--- config.mk ---
export PLATFORM = sky130hd
export DESIGN_NAME = seg_file
export DESIGN_NICKNAME = d
export VERILOG_FILES = /design/src/rtl/seg_pkg.sv /design/src/rtl/seg_slot.sv /design/src/rtl/seg_pick.sv /design/src/rtl/seg_file.sv
export SDC_FILE = /design/constraint.sdc
export NUM_CORES = 1
export LEC_CHECK = 0
export ABC_AREA = 1
export CAP_MARGIN = 20
export CORE_MARGIN = 5
export CORE_UTILIZATION = 35
export CTS_CLUSTER_SIZE = 24
export DETAILED_ROUTE_END_ITERATION = 10
export DONT_BUFFER_PORTS = 1
export GPL_ROUTABILITY_DRIVEN = 0
export PLACE_DENSITY = 0.47
export SETUP_SLACK_MARGIN = 0.1
export SYNTH_ARGS = -nofsm -noshare
export SYNTH_HDL_FRONTEND = slang
export SYNTH_SLANG_ARGS = --single-unit
export TNS_END_PERCENT = 50
--- constraint.sdc ---
create_clock -name clk -period 4.6 [get_ports clk]
set_input_delay 0.92 -clock clk [delete_from_list [all_inputs] [get_ports clk]]
set_output_delay 0.92 -clock clk [all_outputs]
set_load 0.01 [all_outputs]
--- src/rtl/seg_pkg.sv ---
package seg_pkg;
   localparam int NUM_SEGS  = 6;
   localparam int LM_FORCED = 4;   // indices below this are flattened in long mode

   typedef enum logic [2:0] {
      SEG_EXTRA = 3'd0,
      SEG_CODE  = 3'd1,
      SEG_STACK = 3'd2,
      SEG_DATA  = 3'd3,
      SEG_AUX0  = 3'd4,
      SEG_AUX1  = 3'd5
   } seg_id_e;

   typedef enum logic [1:0] {
      ACC_FETCH  = 2'd0,
      ACC_STACK  = 2'd1,
      ACC_DATA   = 2'd2,
      ACC_STRDST = 2'd3
   } acc_kind_e;
endpackage

--- src/rtl/seg_slot.sv ---
module seg_slot #(
   parameter int SEL_W  = 16,
   parameter int BASE_W = 32,
   parameter int LIM_W  = 32,
   parameter int ACC_W  = 8
) (
   input  logic              clk,
   input  logic              rst_n,
   input  logic              wr,
   input  logic [SEL_W-1:0]  d_sel,
   input  logic [BASE_W-1:0] d_base,
   input  logic [LIM_W-1:0]  d_lim,
   input  logic [ACC_W-1:0]  d_acc,
   output logic [SEL_W-1:0]  q_sel,
   output logic [BASE_W-1:0] q_base,
   output logic [LIM_W-1:0]  q_lim,
   output logic [ACC_W-1:0]  q_acc
);
   localparam logic [LIM_W-1:0] RST_LIM = LIM_W'(16'hFFFF);

   always_ff @(posedge clk) begin
      if (!rst_n) begin
         q_sel  <= '0;
         q_base <= '0;
         q_lim  <= RST_LIM;
         q_acc  <= '0;
      end else if (wr) begin
         q_sel  <= d_sel;
         q_base <= d_base;
         q_lim  <= d_lim;
         q_acc  <= d_acc;
      end
   end

   assert_slot_load_R2: assert property (@(posedge clk) disable iff (!rst_n)
      wr |=> (q_sel == $past(d_sel) && q_base == $past(d_base) &&
              q_lim == $past(d_lim) && q_acc == $past(d_acc)));

   assert_slot_hold_R2: assert property (@(posedge clk) disable iff (!rst_n)
      (!wr && $past(rst_n)) |=> $stable(q_sel) && $stable(q_base));
endmodule

--- src/rtl/seg_pick.sv ---
module seg_pick
   import seg_pkg::*;
#(
   parameter bit OVR_ENABLE = 1'b1
) (
   input  logic [1:0] kind,
   input  logic       ovr_en,
   input  logic [2:0] ovr_idx,
   output logic [2:0] seg_id
);
   logic [2:0] def_id;
   logic       ovr_ok;

   always_comb begin
      case (acc_kind_e'(kind))
         ACC_FETCH: def_id = SEG_CODE;
         ACC_STACK: def_id = SEG_STACK;
         ACC_DATA:  def_id = SEG_DATA;
         default:   def_id = SEG_EXTRA;
      endcase
   end

   generate
      if (OVR_ENABLE) begin : g_ovr
         assign ovr_ok = ovr_en
                      && (kind == ACC_STACK || kind == ACC_DATA)
                      && (ovr_idx < 3'(NUM_SEGS));
      end else begin : g_no_ovr
         assign ovr_ok = 1'b0;
      end
   endgenerate

   assign seg_id = ovr_ok ? ovr_idx : def_id;
endmodule

--- src/rtl/seg_file.sv ---
module seg_file
   import seg_pkg::*;
#(
   parameter int SEL_W      = 16,
   parameter int BASE_W     = 32,
   parameter int LIM_W      = 32,
   parameter int ACC_W      = 8,
   parameter bit OVR_ENABLE = 1'b1
) (
   input  logic              clk,
   input  logic              rst_n,
   input  logic              ld_en,
   input  logic              ld_far,
   input  logic [2:0]        ld_idx,
   input  logic [SEL_W-1:0]  ld_sel,
   input  logic [BASE_W-1:0] ld_base,
   input  logic [LIM_W-1:0]  ld_lim,
   input  logic [ACC_W-1:0]  ld_acc,
   output logic              ld_illegal,
   input  logic              long_mode,
   input  logic [1:0]        rd_kind,
   input  logic              rd_ovr_en,
   input  logic [2:0]        rd_ovr_idx,
   output logic [2:0]        rd_seg,
   output logic [SEL_W-1:0]  rd_sel,
   output logic [BASE_W-1:0] rd_base,
   output logic [LIM_W-1:0]  rd_lim,
   output logic [ACC_W-1:0]  rd_acc,
   output logic [1:0]        cpl
);
   generate
      if (SEL_W < 2)   begin : g_chk_sel  $error("SEL_W must hold a privilege field"); end
      if (BASE_W < 16) begin : g_chk_base $error("BASE_W below 16 bits"); end
      if (LIM_W < 16)  begin : g_chk_lim  $error("LIM_W below 16 bits"); end
      if (ACC_W < 1)   begin : g_chk_acc  $error("ACC_W must be positive"); end
   endgenerate

   logic [SEL_W-1:0]  sel_q  [NUM_SEGS];
   logic [BASE_W-1:0] base_q [NUM_SEGS];
   logic [LIM_W-1:0]  lim_q  [NUM_SEGS];
   logic [ACC_W-1:0]  acc_q  [NUM_SEGS];
   logic [NUM_SEGS-1:0] wr_vec;

   // One cached register per segment; code accepts far-class loads only.
   generate
      for (genvar g = 0; g < NUM_SEGS; g++) begin : g_slot
         if (g == int'(SEG_CODE)) begin : g_guard
            assign wr_vec[g] = ld_en && ld_far && (ld_idx == 3'(g));
         end else begin : g_open
            assign wr_vec[g] = ld_en && (ld_idx == 3'(g));
         end
         seg_slot #(.SEL_W(SEL_W), .BASE_W(BASE_W), .LIM_W(LIM_W), .ACC_W(ACC_W)) u_slot (
            .clk(clk), .rst_n(rst_n), .wr(wr_vec[g]),
            .d_sel(ld_sel), .d_base(ld_base), .d_lim(ld_lim), .d_acc(ld_acc),
            .q_sel(sel_q[g]), .q_base(base_q[g]), .q_lim(lim_q[g]), .q_acc(acc_q[g])
         );
      end
   endgenerate

   assign ld_illegal = ld_en && !ld_far && (ld_idx == SEG_CODE);
   assign cpl        = sel_q[SEG_CODE][1:0];

   seg_pick #(.OVR_ENABLE(OVR_ENABLE)) u_pick (
      .kind(rd_kind), .ovr_en(rd_ovr_en), .ovr_idx(rd_ovr_idx), .seg_id(rd_seg)
   );

   always_comb begin
      rd_sel  = '0;
      rd_base = '0;
      rd_lim  = '0;
      rd_acc  = '0;
      for (int i = 0; i < NUM_SEGS; i++) begin
         if (rd_seg == 3'(i)) begin
            rd_sel  = sel_q[i];
            rd_base = base_q[i];
            rd_lim  = lim_q[i];
            rd_acc  = acc_q[i];
         end
      end
      if (long_mode && (rd_seg < 3'(LM_FORCED))) begin
         rd_base = '0;
         rd_lim  = '1;
      end
   end

   assert_code_guard_R3: assert property (@(posedge clk) disable iff (!rst_n)
      (ld_en && !ld_far && ld_idx == SEG_CODE) |=> $stable(cpl) && $stable(sel_q[SEG_CODE]));

   assert_cpl_hold_R5: assert property (@(posedge clk) disable iff (!rst_n)
      (!(ld_en && ld_far && ld_idx == SEG_CODE) && $past(rst_n)) |=> $stable(cpl));

   assert_fetch_code_R6: assert property (@(posedge clk) disable iff (!rst_n)
      (rd_kind == ACC_FETCH) |-> (rd_seg == SEG_CODE));

   assert_strdst_extra_R6: assert property (@(posedge clk) disable iff (!rst_n)
      (rd_kind == ACC_STRDST) |-> (rd_seg == SEG_EXTRA));

   assert_pick_range_R7: assert property (@(posedge clk) disable iff (!rst_n)
      rd_seg < 3'(NUM_SEGS));

   assert_long_flat_R8: assert property (@(posedge clk) disable iff (!rst_n)
      (long_mode && rd_seg < 3'(LM_FORCED)) |-> (rd_base == '0 && rd_lim == '1));

   assert_dead_index_R9: assert property (@(posedge clk) disable iff (!rst_n)
      (ld_en && ld_idx >= 3'(NUM_SEGS)) |-> (wr_vec == '0 && !ld_illegal));
endmodule

Word-level counts from Yosys, hierarchy flattened
Index checks and enable logic that the tools add are counted.

storage, ports and cells
  bits in registers = 528
  logic and storage cells = 83
  output and inout port bits = 94
  bits of input ports = 102

cells by class
  muxes and demuxes = 28
  reductions and logical operators = 17
  equality and inequality tests = 12
  magnitude comparators = 2

operators with widths
  kind                number
  $mux 32             14
  $mux 16             6
  $mux 8              6
  $eq 3x2->1 const B  4
  $eq 3x3->1 const B  4
  $logic_and 1x1->1   12
  $eq 3x1->1 const B  2
  $logic_not 3->1     2
  $lt 3x3->1 const B  2
  $pmux 2 s3          1
  $mux 3              1
  $eq 2x1->1 const B  1
  $eq 2x2->1 const B  1
  $logic_not 2->1     1
  $logic_not 1->1     1
  $logic_or 1x1->1    1

Longest topological paths before layout
Gate-level depths: netlist of the first run.

  depth after elaboration = 13
  depth in mapped cells = 14
  gate-level depth less buffers = 13

By module
From an unflattened synthesis of the first run, not the netlist that was laid out.

unflattened totals
  cells, all modules = 4230
  area total of the unflattened synthesis = 25943.6 um^2

by module, submodules not included
  module    sequential area each (um^2)  cells an instance  times used  area each (um^2)
  seg_slot  1761.7                       526                6           3534.6
  seg_file  0.0                          1056               1           4634.4
  seg_pick  0.0                          18                 1           101.3

Worst setup path after synthesis of the first run
No wires, ideal clock.

  path kind = input -> output
  from = input port rd_kind[0]
  to = output port rd_acc[4]
  cell stages on the path = 10
  path buffers = 1
  arrival = 2.461 ns
  setup slack = 1.219 ns
  required time = 3.680 ns
  cells stage by stage = inv_1 -> ha_1 -> nand3_1 -> nand2_1 -> nand2_2 -> nand2_1 -> buf_2 -> o211ai_1 -> nor2_1 -> o21ai_0

between the ends
  word-level cells in the longest chain between the ends = 12
  elaborated cells between the ends (all ways) = 20
  those cells by class = eq/ne (7); mux (8); reduce/logical (5)

RTL lines
  what                                      RTL line                        text
  start, declared                           seg_file.sv:21                  input logic [1:0] rd_kind,
  $eq 2x1->1 or $eq 2x2->1 (tied branches)  seg_pick.sv:15, seg_pick.sv:26
  $logic_or 1x1->1                          seg_pick.sv:26                  && (kind == ACC_STACK || kind == ACC_DATA)
  $logic_and 1x1->1                         seg_pick.sv:26
  $logic_and 1x1->1                         seg_pick.sv:27                  && (ovr_idx < 3'(NUM_SEGS));
  $mux 3 *                                  seg_pick.sv:33                  assign seg_id = ovr_ok ? ovr_idx : def_id;
  named net rd_seg[0]                       seg_file.sv:24                  output logic [2:0] rd_seg,
  $logic_not 3->1                           seg_file.sv:73                  if (rd_seg == 3'(i)) begin
  $mux 8 (5 in series)                      seg_file.sv:73
  $mux 8 *                                  seg_file.sv:73
  end, declared                             seg_file.sv:28                  output logic [ACC_W-1:0] rd_acc,

Mark *: on every way through the listed nets, which the timed path passes. The rest lies on a longest branch.

Worst setup path after layout of the first run
  from = input port rd_kind[0]
  to = output port rd_lim[2]

between the ends
  word-level cells in the longest chain between the ends = 13
  elaborated cells between the ends (all ways) = 23
  those cells by class = order compare (1); eq/ne (7); mux (9); reduce/logical (6)

RTL lines
  what                                      RTL line                        text
  $eq 2x1->1 or $eq 2x2->1 (tied branches)  seg_pick.sv:15, seg_pick.sv:26
  $logic_or 1x1->1                          seg_pick.sv:26
  $logic_and 1x1->1                         seg_pick.sv:26
  $logic_and 1x1->1                         seg_pick.sv:27
  $mux 3 *                                  seg_pick.sv:33
  named net rd_seg[0]                       seg_file.sv:24
  $logic_not 3->1                           seg_file.sv:73
  $mux 32 (6 in series)                     seg_file.sv:73
  $mux 32 *                                 seg_file.sv:80                  if (long_mode && (rd_seg < 3'(LM_FORCED))) begin
  end, declared                             seg_file.sv:27                  output logic [LIM_W-1:0] rd_lim,

Marks and branches as above.

==> reports/results.ini, run 1 <==
[status]
status=finished, final reports clean

[synthesis]
async_flop_share_pct=0
ys_ff_latch=528
syn_avg_cell_area_um2=6.87
synth_area_um2=22000
ys.flop_type=dfxtp_1
synth_top_cell_by_area=dfxtp_1
synthesis.nets=3310
synth_cells=3205
synth-seq-area-share_pct=48.0
synth_cell_types=22
synth_area_leaders=dfxtp_1, nor2_1, o21ai_0, nand2_1, a21oi_1
synth_top_area_share_pct=48.0
synth.most_common_cell=nor2_1
synth_common_cells=nor2_1, nand2_1, dfxtp_1
ys_warn_count=0
synth_edf_count=0

[critical_path]
start_kind=primary input
worst-setup-path-type=in -> out
cp.required_ns=3.68
cp-end-kind=output pin
cp_max_fo=17
arrival_ns=3.11

[sta]
tns_ns=0
rsz0062_at_grt=no
setup_violations=0
relSlewSlack_pct=31.9
finalMaxSlewViolations=0
period_minus_slack_ns=4.03
tightest_slew_ns=1.02
fin_crit_sh_pct=87.5
fin_skew_ns=0
finalHoldViolCount=0
whs_ns=0.426
fmax_mhz=248

[floorplanning]
die_h_um=261
fp.dieW_um=261
rows=92
die_area_um2=68000
ios=196
start_util_pct=35.1
core-area_um2=62600

[drt]
wl_um=74900
post_drt_via_cell_ratio=5.12
drt_iter0_markers=1576
antenna_left=0
vias=20300
wire_per_inst_um=18.9
drt_first_pass_iters=5
drc=0

[clock_network]
clkSlewWorstSetupHoldPaths_ns=0.06
cts_inserted_buffers=59
cts_tree=built
post_cts_resize_count=0
clockBufferDepth=3
cts_hold_buf=0
cts_sinks=528
cts_htree_levels=2
insertion_delay_ns=0.61
cts-root-buf=clkbuf_16
post_cts_buffers=0

[layout]
syn_to_final_growth_pct=11.6
nNetsFinal=3179
drive_gt1_share_pct=5.03
nFillCells=6569
finalInstanceArea_um2=24600

[power]
cell_internal_pwr_mw=7.78
power_per_cell_area_nw_per_um2=421
combinationalPowerShare_pct=7.9
switchingPower_mw=2.56
vdd_drop_max_mv=0.262
seqPwrFrac_pct=46.3
leakage_nw=10.4
switching_share_pct=24.7
p_total_mw=10.3
p_clk_share_pct=45.8

[global_route]
grt_pass1_wl_um=115000
overflow=0
grt_max_degree=529
grt_pass1_vias=19200
track_usage_pct=21.3
antenna_found_initial=1

[place]
portBuffers=0
dp_hpwl_um=41700
dpl-instance-area_um2=22600

[worst_hold_path]
hold_class=in -> reg

[flow_run]
drv_cap=0

==> critical path: stages <==
cell and delay, ns:
inv_1 0.03, ha_1 0.42, nand3_1 0.13, nand2_1 0.09
nand2_2 0.18, nand2_2 0.40, inv_2 0.30, nand2_1 0.14
nand4_1 0.10, nor2_1 0.23, nand2_1 0.15
==> stage by stage <==
stage          setup WS (ns)  instances  utilization (%)
2_1_floorplan           1.22       3205                -
3_3_place_gp           0.488       3859             36.1
3_5_place_dp           0.528       3859             36.1
4_1_cts                0.529       3966             39.2
5_1_grt                0.411       3967             39.2
6_report               0.575       3968             39.2
==> power by group through the flow <==
| stage | Sequential (mW) | Combinational [mW] | Clock [mW] |
|---|---|---|---|
| 6_report | 4.79 | 0.812 | 4.73 |
| 4_1_cts | 4.79 | 0.822 | 4.88 |
| 5_1_grt | 4.80 | 0.906 | 5.05 |
| 3_3_place_gp | 4.88 | 0.809 | 0 |
| 3_5_place_dp | 4.89 | 0.821 | 0 |
| 2_1_floorplan | 4.87 | 0.596 | 0 |
==> per-layer routing <==
metal  vias to the layer above  global-route usage [%]  part of all wire, %
met4                         0                    6.12                  2.6
met2                       472                    36.0                   47
met1                      9680                    27.6                   44
met3                       109                    4.26                  6.0
li1                      10000                       -                    -
met5                         -                       0                    0
==> sequential cells by signal, summed over array words and instances, names as in the netlist <==
| register | cells |
|---|---|
| g_slot.u_slot.q_sel | 96 |
| g_slot.u_slot.q_lim | 192 |
| g_slot.u_slot.q_base | 192 |
| g_slot.u_slot.q_acc | 48 |
==> placed cells by master, fill, tap and decap left out, drive strengths merged <==
master | synthesis | routed
clkbuf | 169 | 93
clkinv | 0 | 16
nand2 | 576 | 576
nand3 | 121 | 121
o211ai | 40 | 40
bufinv | 0 | 3
inv | 107 | 102
buf | 66 | 43
diode | 0 | 2
nand4 | 22 | 22
o21ai | 519 | 519
ha | 3 | 3
dfxtp | 528 | 528
nor2 | 890 | 890
a21oi | 161 | 161
nor3 | 3 | 3
==> final cells by class <==
cell class | count | area, µm² | share of cell area, %
Clock buffer | 93 | 1800 | 7.32
Sequential cell | 528 | 10600 | 43.0
Tap cell | 846 | 1060 | 4.31
Timing Repair Buffer | 43 | 473 | 1.93
Clock inverter | 14 | 145 | 0.591
Inverter | 107 | 410 | 1.67
Multi-Input combinational cell | 2335 | 10100 | 41.1
Antenna cell | 2 | 5.00 | 0.0204
==> kinds of logic (layout without fill, tap and decap cells) <==
family	Yosys count	in the layout	synth area share, %
compound gates	720	720	16.8
fa+ha+maj	3	3	0.171
buf+inv	342	257	6.33
flops	528	528	48.0
other cells	0	2	0
simple gates	1612	1612	28.6
==> path summary, 6_finish.rpt <==
kind,slack [ns],startpoint,cells past startpoint,end
max,0.57,rd_kind[0],11,rd_lim[2]
min,0.43,ld_lim[11],2,g_slot[1].u_slot.q_lim[11]$_SDFFE_PN1P_
max reg2reg,3.93,g_slot[2].u_slot.q_base[9]$_SDFFE_PN0P_,2,g_slot[2].u_slot.q_base[9]$_SDFFE_PN0P_
min reg2reg,0.45,g_slot[3].u_slot.q_base[7]$_SDFFE_PN0P_,2,g_slot[3].u_slot.q_base[7]$_SDFFE_PN0P_
Power figures use the tool's default switching activity.
==> run 2, diff against run 1 <==
RECOVER_POWER = 100   (was not set)
TNS_END_PERCENT = 10   (was 50)
==> run 2 against run 1 <==
- the flow now finishes with violations (capacitance limit, slew limit)
- sequential power about the same
- first-iteration DRC count down 4.1%
- sequential share of layout area grew 0.15 points
- count of clock-buffer cells in the layout unchanged
- flip-flop and latch count unchanged
- global-route usage unchanged
- wire length is essentially flat
- clock skew stayed put
- die area unchanged
- critical path type unchanged
- critical endpoint is now rd_sel[4]
- largest power group unchanged
==> reports/results.ini, run 2 (same netlist as run 1, synthesis figures left out) <==
[drt]
post_drt_via_cell_ratio=5.11
drt_first_pass_iters=5
wl_um=74900
vias=20300
antenna_left=0
drt_iter0_markers=1512
wire_per_inst_um=18.9
drc=0

[place]
pre_cts_ws_ns=0.528
dp_hpwl_um=41700
portBuffers=0

[sta]
finalHoldViolCount=0
period_minus_slack_ns=4.22
tightest_slew_ns=3.14
rsz0062_at_grt=no
worst_slack_ns=0.383
fin_crit_sh_pct=91.7
fmax_mhz=237
whs_ns=0.427
finalMaxSlewViolations=411
relSlewSlack_pct=-109
setup_violations=0
fin_skew_ns=0
tns_ns=0

[flow_run]
drv_cap=10

[clock_network]
cts_inserted_buffers=59
cts-root-buf=clkbuf_16
clockBufferDepth=3
cts_hold_buf=0
cts_sinks=528
post_cts_buffers=0
insertion_delay_ns=0.61
clkSlewWorstSetupHoldPaths_ns=0.06
cts_htree_levels=2
post_cts_resize_count=0
cts_tree=built

[status]
status=finished with violations
violations=capacitance limit, slew limit

[worst_hold_path]
min_to=g_slot[1].u_slot.q_lim[11]$_SDFFE_PN1P_
hold_depth=2
hold_class=in -> reg
hp-start=ld_lim[11]

[layout]
final_cell_mix=nor2_1, nand2_1, dfxtp_1
multi_input_area_um2=10100
ff_latch_area_um2=10600
utilization_pct=39.1
nFillCells=6590
top_regs=g_slot.u_slot.q_base: 192 flops, g_slot.u_slot.q_lim: 192 flops, g_slot.u_slot.q_sel: 96 flops
nNetsFinal=3179
drive_gt1_share_pct=4.58
final_common_cell=nor2_1
syn_to_final_growth_pct=11.2

[global_route]
grt_pass1_vias=19200
overflow=0
grt_max_degree=529
antenna_found_initial=1
grt_pass1_wl_um=115000
busiest_layer=met2
use_met3_pct=4.26
use_met1_pct=27.6
met2_usage_pct=36.0
track_usage_pct=21.3

[critical_path]
critical_path.slowest_cell=o21ai_0
path_buf_inv=3
crit_top_cell=inv_1
reg2reg_from=g_slot[0].u_slot.q_base[30]$_SDFFE_PN0P_
start_kind=primary input
cpLargestDelayFamily=compound AO/OA/AOI/OAI gates
cp-end-kind=output pin
critPathMaxStageDelay_ns=0.58
path_cells=inv_1 > ha_1 > nand2_1 > inv_1 > nand2_2 > buf_4 > o211ai_1 > nor2_1 > o21ai_0
arrival_ns=3.30
cp.required_ns=3.68
worst-setup-path-type=in -> out
r2r-end=g_slot[0].u_slot.q_base[30]$_SDFFE_PN0P_
cp_max_fo=14
r2r_cells=2
r2r_setup_slack_ns=3.88

[power]
vdd_drop_max_mv=0.263
power_per_cell_area_nw_per_um2=422
leakage_nw=10.4

[floorplanning]
die_area_um2=68000
start_util_pct=35.1
rows=92
core-area_um2=62600
fp.dieW_um=261
die_h_um=261
ios=196

-- run 2: cell types whose count changed in the layout (fill, tap and decap cells not counted), moves of 3 or more --
cell | before | now
o21ai_0 | 502 | 516
o21ai_1 | 17 | 3
buf_4 | 31 | 21
clkbuf_1 | 17 | 25
clkinv_2 | 16 | 12
clkinvlp_2 | 0 | 4
clkbuf_2 | 0 | 3
inv_1 | 96 | 99
inv_2 | 5 | 2
-- run 2: area by class of cell --
| type | instances | share of cell area, % |
|---|---|---|
| well taps | 846 | 4.32 |
| flip-flops and latches | 528 | 43.2 |
| inverters | 107 | 1.68 |
| diodes | 1 | 0.0102 |
| repair buffers | 43 | 1.67 |
| clock inverters | 14 | 0.593 |
| multi-input cells | 2335 | 41.2 |
| clock buffers | 93 | 7.34 |
-- run 2: power breakdown --
part / internal (mW) / switching (mW) / total, mW
Sequential: 4.73 / 0.0629 / 4.79
Clock: 2.82 / 1.92 / 4.74
Combinational: 0.232 / 0.579 / 0.811
Total: 7.78 / 2.56 / 10.3
-- run 2: layer usage --
metal / share of wire [%] / vias up
li1: - / 10000
met1: 44 / 9608
met5: 0 / -
met2: 47 / 494
met4: 2.5 / 0
met3: 6.0 / 107
-- run 2: worst max path at each step --
stage / from / to / cells past startpoint
3_5_place_dp: rd_kind[0] / rd_base[30] / 11
3_3_place_gp: rd_kind[0] / rd_base[30] / 11
2_1_floorplan: rd_kind[0] / rd_acc[4] / 10
5_1_grt: ld_idx[0] / g_slot[0].u_slot.q_base[10]$_SDFFE_PN0P_ / 8
4_1_cts: rd_kind[0] / rd_base[30] / 11
6_report: rd_kind[0] / rd_sel[4] / 9
-- run 2: per-stage QoR --
step | std cells | instance area (µm²) | power, mW
5_1_grt | 3967 | 24500 | 10.8
3_5_place_dp | 3859 | 22600 | 5.71
3_3_place_gp | 3859 | 22600 | 5.69
4_1_cts | 3966 | 24600 | 10.5
6_report | 3967 | 24500 | 10.3
2_1_floorplan | 3205 | 22000 | 5.47
